### src/rtl/qmc_pkg.sv
`timescale 1ns/1ps
package qmc_pkg;
  typedef enum logic [1:0] {
    DEV_NONE  = 2'd0,
    DEV_FLASH = 2'd1,
    DEV_RAMA  = 2'd2,
    DEV_RAMB  = 2'd3
  } dev_e;

  typedef enum logic [1:0] {
    ST_IDLE  = 2'd0,
    ST_SHIFT = 2'd1,
    ST_DONE  = 2'd2
  } st_e;

  localparam logic [7:0] PSRAM_RD_CMD    = 8'hEB;
  localparam logic [7:0] PSRAM_WR_CMD    = 8'h38;
  localparam logic [7:0] FLASH_MODE_BYTE = 8'hA0;
endpackage

### src/rtl/qmc_decode.sv
`timescale 1ns/1ps
module qmc_decode
  import qmc_pkg::*;
#(
  parameter int ADDR_W = 28,
  parameter int DEV_AW = 24
) (
  input  logic [ADDR_W-1:0] addr,
  output dev_e              dev,
  output logic [DEV_AW-1:0] dev_addr
);
  localparam int HI_W   = ADDR_W - DEV_AW;
  localparam int RAM_AW = DEV_AW - 1;

  always_comb begin
    dev      = DEV_NONE;
    dev_addr = '0;
    if (addr[ADDR_W-1:DEV_AW] == HI_W'(0)) begin
      dev      = DEV_FLASH;
      dev_addr = addr[DEV_AW-1:0];
    end else if (addr[ADDR_W-1:DEV_AW] == HI_W'(1)) begin
      // upper half of the 16 MB window is the second RAM
      dev      = addr[RAM_AW] ? DEV_RAMB : DEV_RAMA;
      dev_addr = {1'b0, addr[RAM_AW-1:0]};
    end
  end
endmodule

### src/rtl/qmc_rxpack.sv
`timescale 1ns/1ps
module qmc_rxpack #(
  parameter int DATA_W = 32,
  parameter int NIB_W  = $clog2(DATA_W/4)
) (
  input  logic              clk,
  input  logic              rst,
  input  logic              clear,
  input  logic              en,
  input  logic [NIB_W-1:0]  idx,
  input  logic [3:0]        nib,
  output logic [DATA_W-1:0] data
);
  // nibble k lands in byte k/2; even k is the high half of that byte
  logic [NIB_W+1:0] base;
  always_comb base = {idx[NIB_W-1:1], ~idx[0], 2'b00};

  always_ff @(posedge clk) begin
    if (rst || clear)
      data <= '0;
    else if (en)
      data[base +: 4] <= nib;
  end
endmodule

### src/rtl/qmc_seq.sv
`timescale 1ns/1ps
module qmc_seq
  import qmc_pkg::*;
#(
  parameter int DATA_W = 32,
  parameter int DEV_AW = 24,
  parameter int LAT_W  = 2,
  parameter int NIB_W  = $clog2(DATA_W/4)
) (
  input  logic              clk,
  input  logic              rst,
  input  logic              req_valid,
  input  logic              req_write,
  input  logic [1:0]        req_size,
  input  dev_e              dev,
  input  logic [DEV_AW-1:0] dev_addr,
  input  logic [DATA_W-1:0] req_wdata,
  input  logic [LAT_W-1:0]  lat_pins,
  output logic              busy,
  output logic              done,
  output logic              err,
  output logic [2:0]        cs_n,
  output logic              sck,
  output logic [3:0]        sd_out,
  output logic              sd_oe,
  output logic              rx_clear,
  output logic              rx_en,
  output logic [NIB_W-1:0]  rx_idx
);
  localparam int HDR_W    = 8 + DEV_AW;
  localparam int HDR_NIBS = HDR_W / 4;
  localparam int NBYTES   = DATA_W / 8;
  localparam int SH_W     = HDR_W + DATA_W;
  localparam int SLOT_W   = $clog2(HDR_NIBS + (1 << LAT_W) + DATA_W/4 + 1);

  st_e               state;
  logic              ph;
  logic              wr;
  logic [LAT_W-1:0]  lat;
  logic [SLOT_W-1:0] slot, last, dstart;
  logic [SH_W-1:0]   sh;

  logic [DATA_W-1:0] wstream;
  logic [HDR_W-1:0]  hdr;
  logic [SLOT_W-1:0] ndat, dstart_n, next_slot;
  logic [2:0]        cs_sel;
  logic              illegal, accept;

  // byte 0 goes out first: reverse byte order into the stream
  genvar b;
  generate
    for (b = 0; b < NBYTES; b++) begin : g_swap
      assign wstream[DATA_W-1-8*b -: 8] = req_wdata[8*b +: 8];
    end
  endgenerate

  always_comb begin
    case (req_size)
      2'd0:    ndat = SLOT_W'(2);
      2'd1:    ndat = SLOT_W'(4);
      default: ndat = SLOT_W'(DATA_W/4);
    endcase
    if (dev == DEV_FLASH)
      hdr = {dev_addr, FLASH_MODE_BYTE};
    else
      hdr = {(req_write ? PSRAM_WR_CMD : PSRAM_RD_CMD), dev_addr};
    case (dev)
      DEV_FLASH: cs_sel = 3'b110;
      DEV_RAMA:  cs_sel = 3'b101;
      DEV_RAMB:  cs_sel = 3'b011;
      default:   cs_sel = 3'b111;
    endcase
    dstart_n  = req_write ? SLOT_W'(HDR_NIBS) : SLOT_W'(HDR_NIBS) + SLOT_W'(lat);
    illegal   = (dev == DEV_NONE) || ((dev == DEV_FLASH) && req_write);
    accept    = (state == ST_IDLE) && req_valid;
    next_slot = slot + 1'b1;
  end

  assign busy     = (state != ST_IDLE);
  assign sck      = ph;
  assign sd_out   = sh[SH_W-1 -: 4];
  assign rx_clear = accept;
  assign rx_en    = (state == ST_SHIFT) && ph && !wr && (slot >= dstart);
  assign rx_idx   = NIB_W'(slot - dstart);

  always_ff @(posedge clk) begin
    if (rst) begin
      state  <= ST_IDLE;
      ph     <= 1'b0;
      wr     <= 1'b0;
      cs_n   <= '1;
      sd_oe  <= 1'b0;
      done   <= 1'b0;
      err    <= 1'b0;
      slot   <= '0;
      last   <= '0;
      dstart <= '0;
      sh     <= '0;
      lat    <= lat_pins;
    end else begin
      done <= 1'b0;
      err  <= 1'b0;
      case (state)
        ST_IDLE: begin
          if (accept) begin
            if (illegal) begin
              state <= ST_DONE;
              done  <= 1'b1;
              err   <= 1'b1;
            end else begin
              state  <= ST_SHIFT;
              ph     <= 1'b0;
              slot   <= '0;
              wr     <= req_write;
              sd_oe  <= 1'b1;
              dstart <= dstart_n;
              last   <= dstart_n + ndat - 1'b1;
              sh     <= {hdr, wstream};
              cs_n   <= cs_sel;
            end
          end
        end
        ST_SHIFT: begin
          if (!ph) begin
            ph <= 1'b1;
          end else begin
            ph <= 1'b0;
            if (sd_oe)
              sh <= {sh[SH_W-5:0], 4'h0};
            if (slot == last) begin
              state <= ST_DONE;
              cs_n  <= '1;
              sd_oe <= 1'b0;
              done  <= 1'b1;
            end else begin
              slot  <= next_slot;
              sd_oe <= wr || (next_slot < SLOT_W'(HDR_NIBS));
            end
          end
        end
        ST_DONE: state <= ST_IDLE;
        default: state <= ST_IDLE;
      endcase
    end
  end
endmodule

### src/rtl/qspi_mem_ctrl.sv
`timescale 1ns/1ps
module qspi_mem_ctrl
  import qmc_pkg::*;
#(
  parameter int ADDR_W = 28,
  parameter int DATA_W = 32,
  parameter int DEV_AW = 24,
  parameter int LAT_W  = 2
) (
  input  logic              clk,
  input  logic              rst,
  input  logic              req_valid,
  input  logic              req_write,
  input  logic [ADDR_W-1:0] req_addr,
  input  logic [1:0]        req_size,
  input  logic [DATA_W-1:0] req_wdata,
  output logic              busy,
  output logic              done,
  output logic              err,
  output logic [DATA_W-1:0] rdata,
  output logic              qspi_sck,
  output logic              qspi_cs_flash_n,
  output logic              qspi_cs_rama_n,
  output logic              qspi_cs_ramb_n,
  output logic [3:0]        qspi_dout,
  output logic              qspi_oe,
  input  logic [3:0]        qspi_din
);
  localparam int NIB_W = $clog2(DATA_W/4);

  dev_e              dev;
  logic [DEV_AW-1:0] dev_addr;
  logic [2:0]        cs_n;
  logic              rx_clear, rx_en;
  logic [NIB_W-1:0]  rx_idx;

  qmc_decode #(.ADDR_W(ADDR_W), .DEV_AW(DEV_AW)) u_decode (
    .addr     (req_addr),
    .dev      (dev),
    .dev_addr (dev_addr)
  );

  qmc_seq #(.DATA_W(DATA_W), .DEV_AW(DEV_AW), .LAT_W(LAT_W), .NIB_W(NIB_W)) u_seq (
    .clk       (clk),
    .rst       (rst),
    .req_valid (req_valid),
    .req_write (req_write),
    .req_size  (req_size),
    .dev       (dev),
    .dev_addr  (dev_addr),
    .req_wdata (req_wdata),
    .lat_pins  (qspi_din[LAT_W-1:0]),
    .busy      (busy),
    .done      (done),
    .err       (err),
    .cs_n      (cs_n),
    .sck       (qspi_sck),
    .sd_out    (qspi_dout),
    .sd_oe     (qspi_oe),
    .rx_clear  (rx_clear),
    .rx_en     (rx_en),
    .rx_idx    (rx_idx)
  );

  qmc_rxpack #(.DATA_W(DATA_W), .NIB_W(NIB_W)) u_rxpack (
    .clk   (clk),
    .rst   (rst),
    .clear (rx_clear),
    .en    (rx_en),
    .idx   (rx_idx),
    .nib   (qspi_din),
    .data  (rdata)
  );

  assign qspi_cs_flash_n = cs_n[0];
  assign qspi_cs_rama_n  = cs_n[1];
  assign qspi_cs_ramb_n  = cs_n[2];
endmodule

### config.mk
export PLATFORM = sky130hd
export DESIGN_NAME = qspi_mem_ctrl
export DESIGN_NICKNAME = d
export VERILOG_FILES = /design/src/rtl/qmc_pkg.sv /design/src/rtl/qmc_decode.sv /design/src/rtl/qmc_rxpack.sv /design/src/rtl/qmc_seq.sv /design/src/rtl/qspi_mem_ctrl.sv
export SDC_FILE = /design/constraint.sdc
export NUM_CORES = 1
export LEC_CHECK = 0
export CAP_MARGIN = 10
export CORE_MARGIN = 2
export CORE_UTILIZATION = 45
export DETAILED_ROUTE_END_ITERATION = 16
export PLACE_DENSITY = 0.77
export SYNTH_ARGS = -nofsm -noshare
export SYNTH_HDL_FRONTEND = slang
export SYNTH_SLANG_ARGS = --single-unit
### constraint.sdc
create_clock -name clk -period 4.9 [get_ports clk]
set_input_delay 0.49 -clock clk [delete_from_list [all_inputs] [get_ports clk]]
set_output_delay 0.49 -clock clk [all_outputs]
set_load 0.01 [all_outputs]
# After elaboration in Yosys (flattened, before gate mapping)
# Cells that the tools add are included.
# op_classes
add_sub_neg,6
magnitude_cmp,2
n_eq_ne,13
n_shift,2
muxes,45
n_bitwise,3
reduce_logical,23
# ops
operator,n
64-bit two-way mux,4
64-bit case mux with 2 select lines,1
32-bit bitwise mux,1
32-bit two-way mux,1
4-bit by 7-bit variable shift with 32-bit output (first input constant),1
4-bit by 7-bit indexed part select with 32-bit output,1
5-bit two-way mux,5
24-bit two-way mux,1
23-bit two-way mux,1
5-bit AND reduction,3
1-bit two-way mux,12
2-bit two-way mux,6
3-bit two-way mux,4
5-bit case mux with 2 select lines,1
3-bit case mux with 3 select lines,1
3-bit AND reduction,3
8-bit two-way mux,1
4-bit case mux with 2 select lines,1
5-bit negator with 7-bit output,1
2-bit by 1-bit equality test with 1-bit output (second input constant),3
2-bit logical NOT,3
2-bit by 1-bit inequality test with 1-bit output (second input constant),3
2-bit inequality test (second input constant),3
1-bit case mux with 2 select lines,3
20 further kinds,30
# word_totals
reg_bits,123
inputBits,70
out_inout_bits,44
elab_cells,107

# Logic depth before layout (Yosys ltp)
# Gate-level depths: netlist of run 1.
# logic_depth
ltp_word,9
ltp_mapped,12
depth_no_buf,11

# Modules after synthesis
# Synthesis of run 1 repeated with hierarchy kept, for this count alone.
# hier_totals
hier_cells,718
hier_area_um2,5906.9
# by_module_without_submodules
mod,instances,cells_each,area_each_um2,seq_area_each_um2
qmc_seq,1,554,4350.4,1801.7
qmc_rxpack,1,134,1332.5,640.6
qmc_decode,1,30,224.0,0.0

# Worst setup path after synthesis of run 1
# No wires, ideal clock.
# synth_timing
path_kind,reg2reg
from,register u_seq.slot[0]
to,register u_rxpack.data[20]
arrival_time_ns,2.814
t_required_ns,4.830
slack_ns,2.015
stages_incl_launch_ff,13
n_path_buf,1
period_less_slack_ns,2.885
path_cell_list,dfxtp_1 -> inv_1 -> ha_1 -> inv_1 -> fa_1 -> inv_1 -> ha_1 -> ha_1 -> clkbuf_1 -> nor2_2 -> nand2_1 -> or4_1 -> a21oi_1
# synth_between
elab_chain_cells,5
word_cells_on_any_way,8
cone_classes,add/sub: 2; order compare: 1; shift: 2; mux: 1; bitwise: 1; reduce/logical: 1
# synth_rtl
item,line,text
from (decl),qmc_seq.sv:40,"logic [SLOT_W-1:0] slot, last, dstart;"
from (signal assigned),qmc_seq.sv:136,slot <= next_slot;
3-bit subtractor,qmc_seq.sv:84,assign rx_idx = NIB_W'(slot - dstart);
1-bit inverter,qmc_rxpack.sv:16,"always_comb base = {idx[NIB_W-1:1], ~idx[0], 2'b00};"
5-bit negator with 7-bit output,qmc_rxpack.sv:22,data[base +: 4] <= nib;
4-bit by 7-bit indexed part select with 32-bit output / 4-bit by 7-bit variable shift with 32-bit output (equally long branches),qmc_rxpack.sv:22,
32-bit bitwise mux,qmc_rxpack.sv:22,
"to (signal, indexed assignment)",qmc_rxpack.sv:22,
to (decl),qmc_rxpack.sv:12,output logic [DATA_W-1:0] data
# Parallel ways exist; a longest one is shown, timed or not.
# A chain may end at the register's enable or synchronous reset.

# Worst setup path in the final report of run 1
# Ends and elaborated chain as after synthesis.

==> results.sh, run 1 <==
export IMPL_worst_clock_skew_ps=9.38
export IMPL_cp_data_required_time_ps=5240
export IMPL_grt_first_pass_wirelength_um=25400
export IMPL_design_portCount=114
export IMPL_critical_path_class="reg -> reg"
export IMPL_grt_start_max_net_pins=56
export IMPL_delay_of_the_slowest_cell_on_the_worst_path_ps=550
export IMPL_grtUsageTotal_pct=22.0
export IMPL_finalNonFillerCells=971
export IMPL_f_max_ghz=0.317
export IMPL_place_inst=939
export IMPL_cts_repair_resize_count=0
export IMPL_mostFrequentLayoutCells="dfxtp_1 (119), clkdlybuf4s50_1 (112), nand2_1 (92)"
export IMPL_synth_top_family_by_area="simple AND/OR/NAND/NOR gates"
export IMPL_leakagePower_nw=2.64
export IMPL_cts_root_buffer_cell="clkbuf_16"
export IMPL_clk_pin_slew_ps=50
export IMPL_floorplan_initialDensity_pct=45.9
export IMPL_max_slew_margin_rel_pct=38.8
export IMPL_cts_tree="yes"
export IMPL_remaining_drc_errors=0
export IMPL_drt_pass_1_iters=4
export IMPL_io_buffers=113
export IMPL_hold_path_class="reg -> reg"
export IMPL_synth_enable_flop_cells=2
export IMPL_share_seq_of_total_power_pct=42.1
export IMPL_drt_iter0_drc=512
export IMPL_finalSetupViolCount=0
export IMPL_share_of_post_route_cells_with_drive_strength_above_1_pct=10.8
export IMPL_post_synth_instance_area_um2=6080
export IMPL_yosys_most_used_dff="dfxtp_1"
export IMPL_htree_levels=4
export IMPL_max_slew_violation_count=0
export IMPL_ys_warn_count=0
export IMPL_gp_routability_congestion=0.870
export IMPL_hold_viol_final=0
export IMPL_layout_nets=864
export IMPL_layout_worst_path_cycle_share_pct=64.5
export IMPL_post_route_min_period_ps=3160
export IMPL_drt_wl_total_um=15900
export IMPL_setup_tns_ps=0
export IMPL_synthesis_nets=790
export IMPL_fp_coreArea_um2=13200
export IMPL_clock_insertion_delay_worst_skew_ps=420
export IMPL_num_cts_buffers=17
export IMPL_crit_path_top_delay_cell="fa_1"
export IMPL_chipWidth_um=120
export IMPL_drt_vias_per_instance=5.77
export IMPL_post_dp_hpwl_um=10800
export IMPL_adder_cell_share_of_the_synthesized_area_pct=2.71
export IMPL_fp_dieH_um=120
export IMPL_final_fill_count=1147
export IMPL_antenna_diode_count=0
export IMPL_muxShareOfSynthArea_pct=3.81
export IMPL_synth_seq_cells=121
export IMPL_start_kind="flop"
export IMPL_antenna_nets_post_route=0
export IMPL_switching_power_w=0.000558
export IMPL_sequential_share_of_the_synthesized_area_pct=40.1
export IMPL_rsz_0062_raised_after_global_routing="false"
export IMPL_crit_path_cell_chain="inv_1 > ha_1 > inv_1 > fa_1 > inv_1 > ha_1 > ha_1 > nor2_2 > nand2_1 > or4_1 > a21oi_1"
export IMPL_cts_sinks=121
export IMPL_p_int_w=0.00186
export IMPL_most_common_library_cell_in_the_layout_ignoring_fill_and_taps="dfxtp_1"
export IMPL_critical_path_top_delay_family="adder cells"
export IMPL_timing_critical_path_buf_inv=3
export IMPL_status="finished, final reports clean"
export IMPL_critical_path_endpoint_type="flop"
export IMPL_max_cap_viol_count=0
export IMPL_share_comb_of_total_power_pct=9.0
export IMPL_clkPwrFrac_pct=48.9
export IMPL_vias_after_detailed_routing=5603
export IMPL_postCtsSetupBuffers=0
export IMPL_synth_simple_gate_area_share_pct=24.7
export IMPL_power_per_cell_area_nw_per_um2=313
export IMPL_cts_hold_buffers_added=0
export IMPL_grt_antenna_before_repair=0
export IMPL_routedWlPerCell_um=16.3
export IMPL_critical_path_arrival_ps=3500
export IMPL_vdd_ir_drop_worst_uv=227
export IMPL_syn_avg_cell_area_um2=8.59
export IMPL_design_die_area_um2=14500
export IMPL_clock_path_buffers=2
export IMPL_first_global_vias=5204
export IMPL_syn2layout_area_growth_pct=27.0
export IMPL_num_rows=42
export IMPL_yosysUniqueCellTypes=58
export IMPL_synth_compound_area_share_pct=21.2
export IMPL_overflow=0
export IMPL_async_flop_share_pct=0
export IMPL_worst_slew_pin_transition_ps=918
export IMPL_crit_path_max_fanout=11
export IMPL_postSynthCellCount=708
export IMPL_sw_frac_of_total_pct=23.1
export IMPL_post_synth_xor_area_fraction_pct=1.01
[worst min-delay path, stage by stage (launching register included)]
cell     delay (ps)
dfxtp_1         300
nand2_1          50
a21oi_1          50
[synthesized netlist by cell type, types with 3 or more instances]
master     number  area share, %
a211o_1         3           0.43
a211oi_1       22            2.7
a21oi_1        49            4.0
a221oi_1        8            1.2
a22o_1          4           0.58
a22oi_1         4           0.49
a311oi_2       28            6.9
and3_1          4           0.41
buf_1           7           0.43
buf_2           8           0.66
buf_4           6           0.74
buf_6           8            1.5
clkbuf_1       37            2.3
dfxtp_1       119             39
ha_1           10            2.1
inv_1          13           0.80
mux2i_1        22            3.6
nand2_1        92            5.7
nand2b_1        7           0.72
nand3_1        18            1.5
nand4_1         8           0.82
nand4b_1        5           0.72
nor2_1         74            4.6
nor2b_1         6           0.62
nor3_1         48            3.9
nor3_2          8            1.3
o2111ai_1       4           0.58
o21ai_0        26            2.1
o21ai_1         3           0.25
or2_2           3           0.31
or3_1          11            1.1
or4_1           5           0.62
xnor2_1         6           0.86
[logic make-up (layout without fill, tap and decap cells)]
family / after synthesis / count (layout)
xor+xnor: 7 / 7
mux: 23 / 23
compound gates: 162 / 162
flops: 121 / 121
fa+ha+maj: 12 / 12
buf+inv: 79 / 166
simple gates: 304 / 304
[power groups by stage]
stage | registers, W | clock network, W | logic (W)
detailed placement | 0.00104 | 0 | 0.000215
global route | 0.00102 | 0.00124 | 0.000237
floorplan | 0.00104 | 0 | 0.000125
CTS | 0.00102 | 0.00119 | 0.000217
finish | 0.00102 | 0.00118 | 0.000218
global placement | 0.00104 | 0 | 0.000210
[final timing paths]
path	start	endpoint	slack, ps	cells past startpoint
hold / removal	u_seq.sh[56]$_SDFFE_PP0P_	u_seq.sh[56]$_SDFFE_PP0P_	450	2
setup reg to reg	u_seq.slot[0]$_SDFFE_PP0P_	u_rxpack.data[20]$_SDFFE_PP0P_	1740	11
setup / recovery	u_seq.slot[0]$_SDFFE_PP0P_	u_rxpack.data[20]$_SDFFE_PP0P_	1740	11
hold reg to reg	u_seq.sh[56]$_SDFFE_PP0P_	u_seq.sh[56]$_SDFFE_PP0P_	450	2
[layout make-up]
class / instances / area, µm² / share of cell area, %
inverters: 13 / 48.8 / 0.632
repair buffers: 121 / 1190 / 15.4
multi-input cells: 508 / 3270 / 42.3
well taps: 176 / 220 / 2.85
flip-flops and latches: 121 / 2440 / 31.6
clock buffers: 23 / 458 / 5.93
clock inverters: 9 / 100 / 1.30
[layer usage]
layer  vias up  share of wire (%)  GRT usage, %
li1       2703                  -             -
met1      2683                 45          28.8
met2       192                 46          34.3
met3        25                7.3          6.93
met4         0                1.8          7.56
met5         -                  0             0
[registers in the layout (all words and copies together), names as in the netlist]
name,cells
u_seq.last,5
u_seq.err,1
u_rxpack.data,32
u_seq.cs_n,3
u_seq.wr,1
u_seq.done,1
u_seq.dstart,3
u_seq.sd_oe,1
u_seq.sck,1
u_seq.state,2
u_seq.sh,64
u_seq.slot,5
u_seq.lat,2
[through the flow]
stage / util, % / hold slack (ps) / setup WS [ps] / power [W] / instance area (µm²)
6_report: 58.3 / 449 / 1740 / 0.00242 / 7720
4_1_cts: 58.3 / 452 / 1760 / 0.00243 / 7720
2_1_floorplan: - / 432 / 2020 / 0.00116 / 6080
3_5_place_dp: 54.1 / 445 / 1420 / 0.00125 / 7170
5_1_grt: 58.3 / 479 / 1500 / 0.00249 / 7720
3_3_place_gp: 54.1 / 439 / 1540 / 0.00125 / 7170
Note: power is estimated with default switching activity, not from simulation.
==> run 2: changes to the inputs <==
- clock period: 4.9 -> 3.3 ns (I/O delays scaled with it)
==> run 2 against run 1 <==
  * Cell area up 1.8%
  * Setup slack worse by 1600 ps
  * Total power up 60%
  * Via count down 0.21%
  * Sequential cell count unchanged
  * Fmax up 1.3%
  * Count of clock-buffer cells in the layout down 3
  * Hold slack worse by 12 ps
  * Cell count up 0.51%
  * Register-to-register slack worse by 1600 ps
  * Critical path type unchanged
  * Largest cell class unchanged
  * Highest routed layer unchanged
==> results.sh, run 2 (synthesis results as in run 1) <==
export IMPL_status="finished, final reports clean"
export IMPL_sw_frac_of_total_pct=22.4
export IMPL_cts_tree="yes"
export IMPL_finalPower_w=0.00387
export IMPL_max_slew_margin_rel_pct=44.5
export IMPL_first_global_vias=5469
export IMPL_leakagePower_nw=2.70
export IMPL_grt_antenna_before_repair=0
export IMPL_critical_path_class="reg -> reg"
export IMPL_mostFrequentLayoutCells="dfxtp_1 (119), clkdlybuf4s50_1 (112), nand2_1 (92)"
export IMPL_hold_path_startpoint="rst"
export IMPL_clock_insertion_delay_worst_skew_ps=420
export IMPL_largest_register="u_seq.sh"
export IMPL_drt_pass_1_iters=5
export IMPL_post_route_min_period_ps=3120
export IMPL_remaining_drc_errors=0
export IMPL_cp_data_required_time_ps=3580
export IMPL_fp_coreArea_um2=13200
export IMPL_finalSetupViolCount=0
export IMPL_max_slew_violation_count=0
export IMPL_num_rows=42
export IMPL_clkPwrFrac_pct=52.5
export IMPL_critical_path_endpoint_type="flop"
export IMPL_cts_hold_buffers_added=0
export IMPL_vias_after_detailed_routing=5591
export IMPL_vdd_ir_drop_worst_uv=367
export IMPL_hold_path_class="in -> reg"
export IMPL_worst_clock_skew_ps=8.74
export IMPL_chipWidth_um=120
export IMPL_drt_iter0_drc=487
export IMPL_place_inst=944
export IMPL_timing_rr_end="u_rxpack.data[9]$_SDFFE_PP0P_"
export IMPL_crit_reg2reg_launch="u_seq.slot[0]$_SDFFE_PP0P_"
export IMPL_worst_slew_pin_transition_ps=824
export IMPL_worst_r2r_setup_slack_ps=180
export IMPL_max_cap_viol_count=0
export IMPL_grt_start_max_net_pins=59
export IMPL_crit_path_max_fanout=10
export IMPL_syn2layout_area_growth_pct=29.2
export IMPL_p_int_w=0.00300
export IMPL_share_comb_of_total_power_pct=8.4
export IMPL_design_die_area_um2=14500
export IMPL_grtUsageTotal_pct=22.8
export IMPL_cts_root_buffer_cell="clkbuf_16"
export IMPL_postCtsSetupBuffers=0
export IMPL_antenna_nets_post_route=0
export IMPL_overflow=0
export IMPL_design_portCount=114
export IMPL_most_common_library_cell_in_the_layout_ignoring_fill_and_taps="dfxtp_1"
export IMPL_power_per_cell_area_nw_per_um2=492
export IMPL_clock_path_buffers=2
export IMPL_routedWlPerCell_um=16.6
export IMPL_num_cts_buffers=17
export IMPL_gp_routability_congestion=0.873
export IMPL_finalNonFillerCells=976
export IMPL_hold_viol_final=0
export IMPL_max_reg_flops=64
export IMPL_setup_tns_ps=0
export IMPL_switching_power_w=0.000868
export IMPL_r2r_worst_path_cells=11
export IMPL_fp_dieH_um=120
export IMPL_cts_sinks=121
export IMPL_critical_path_arrival_ps=3400
export IMPL_htree_levels=4
export IMPL_biggestRegsByFlops="u_seq.sh (64), u_rxpack.data (32)"
export IMPL_grt_first_pass_wirelength_um=26400
export IMPL_f_max_ghz=0.321
export IMPL_io_buffers=113
export IMPL_min_delay_worst_endpoint="u_seq.dstart[0]$_SDFFE_PP0P_"
export IMPL_hold_path_depth=2
export IMPL_layout_worst_path_cycle_share_pct=94.5
export IMPL_final_fill_count=1171
export IMPL_post_dp_hpwl_um=11000
export IMPL_layout_nets=869
export IMPL_antenna_diode_count=0
export IMPL_share_of_post_route_cells_with_drive_strength_above_1_pct=11.9
export IMPL_clk_pin_slew_ps=60
export IMPL_drt_vias_per_instance=5.73
export IMPL_start_kind="flop"
export IMPL_share_seq_of_total_power_pct=39.1
export IMPL_drt_wl_total_um=16200
export IMPL_floorplan_initialDensity_pct=45.9
## run 2: cell types whose count changed in the layout (fill, tap and decap cells not counted), sizes merged
cell and delta:
clkinv -2, buf +5, clkbuf -3, inv +1, clkinvlp +1, bufinv +3
## run 2: routing by layer
metal  global-route usage, %  up-vias  share of wire [%]
li1                        -     2707                  -
met1                    28.2     2641                 44
met2                    37.3      211                 47
met3                    7.74       32                7.8
met4                    7.49        0                1.6
met5                       0        -                  0
## run 2: final cells by class
cell class | count | area, µm² | area share (%)
clock buffers | 20 | 447 | 5.68
flip-flops and latches | 121 | 2440 | 31.1
clock inverters | 12 | 196 | 2.50
well taps | 176 | 220 | 2.80
inverters | 13 | 48.8 | 0.621
multi-input cells | 508 | 3270 | 41.6
repair buffers | 126 | 1240 | 15.8
## run 2: power by group through the flow
stage	logic (W)	clock network [W]	registers, W
after floorplan	0.000185	0	0.00154
after global placement	0.000313	0	0.00154
after detailed placement	0.000322	0	0.00154
after CTS	0.000326	0.00205	0.00151
after global routing	0.000355	0.00212	0.00151
final	0.000326	0.00203	0.00151
## run 2: how the worst max path moves through the flow
stage                                from                        endpoint  slack, ps  cells after the start
2_1_floorplan  u_seq.slot[0]$_SDFFE_PP0P_  u_rxpack.data[20]$_SDFFE_PP0P_        420                     12
3_3_place_gp   u_seq.slot[0]$_SDFFE_PP0P_  u_rxpack.data[11]$_SDFFE_PP0P_        470                     11
3_5_place_dp   u_seq.slot[0]$_SDFFE_PP0P_   u_rxpack.data[9]$_SDFFE_PP0P_        220                     11
4_1_cts        u_seq.slot[0]$_SDFFE_PP0P_   u_rxpack.data[9]$_SDFFE_PP0P_        170                     11
5_1_grt        u_seq.slot[0]$_SDFFE_PP0P_   u_rxpack.data[9]$_SDFFE_PP0P_         -3                     11
6_report       u_seq.slot[0]$_SDFFE_PP0P_   u_rxpack.data[9]$_SDFFE_PP0P_        180                     11
## run 2: what timing repair did
item	CTS	global route
endpoints found under the hold margin	0	0
endpoints found under the setup margin	0	7
gates resized for setup	0	1
## run 2: stage by stage
| step | hold WS [ps] | worst slack, ps | utilization, % | cell area (µm²) |
|---|---|---|---|---|
| floorplan | 429 | 415 | - | 6080 |
| global placement | 440 | 473 | 54.5 | 7220 |
| detailed placement | 447 | 217 | 54.5 | 7220 |
| CTS | 434 | 171 | 59.4 | 7860 |
| global route | 468 | -3.40 | 59.4 | 7860 |
| finish | 437 | 182 | 59.4 | 7860 |
## run 2: worst max-delay path, cell delays in order (launching register included)
cell	delay (ps)
dfxtp_1	370
inv_1	80
ha_1	160
inv_1	60
fa_1	540
inv_1	90
ha_1	220
ha_1	290
a2111oi_4	600
nand2_1	210
o21ai_0	250
a21oi_1	100
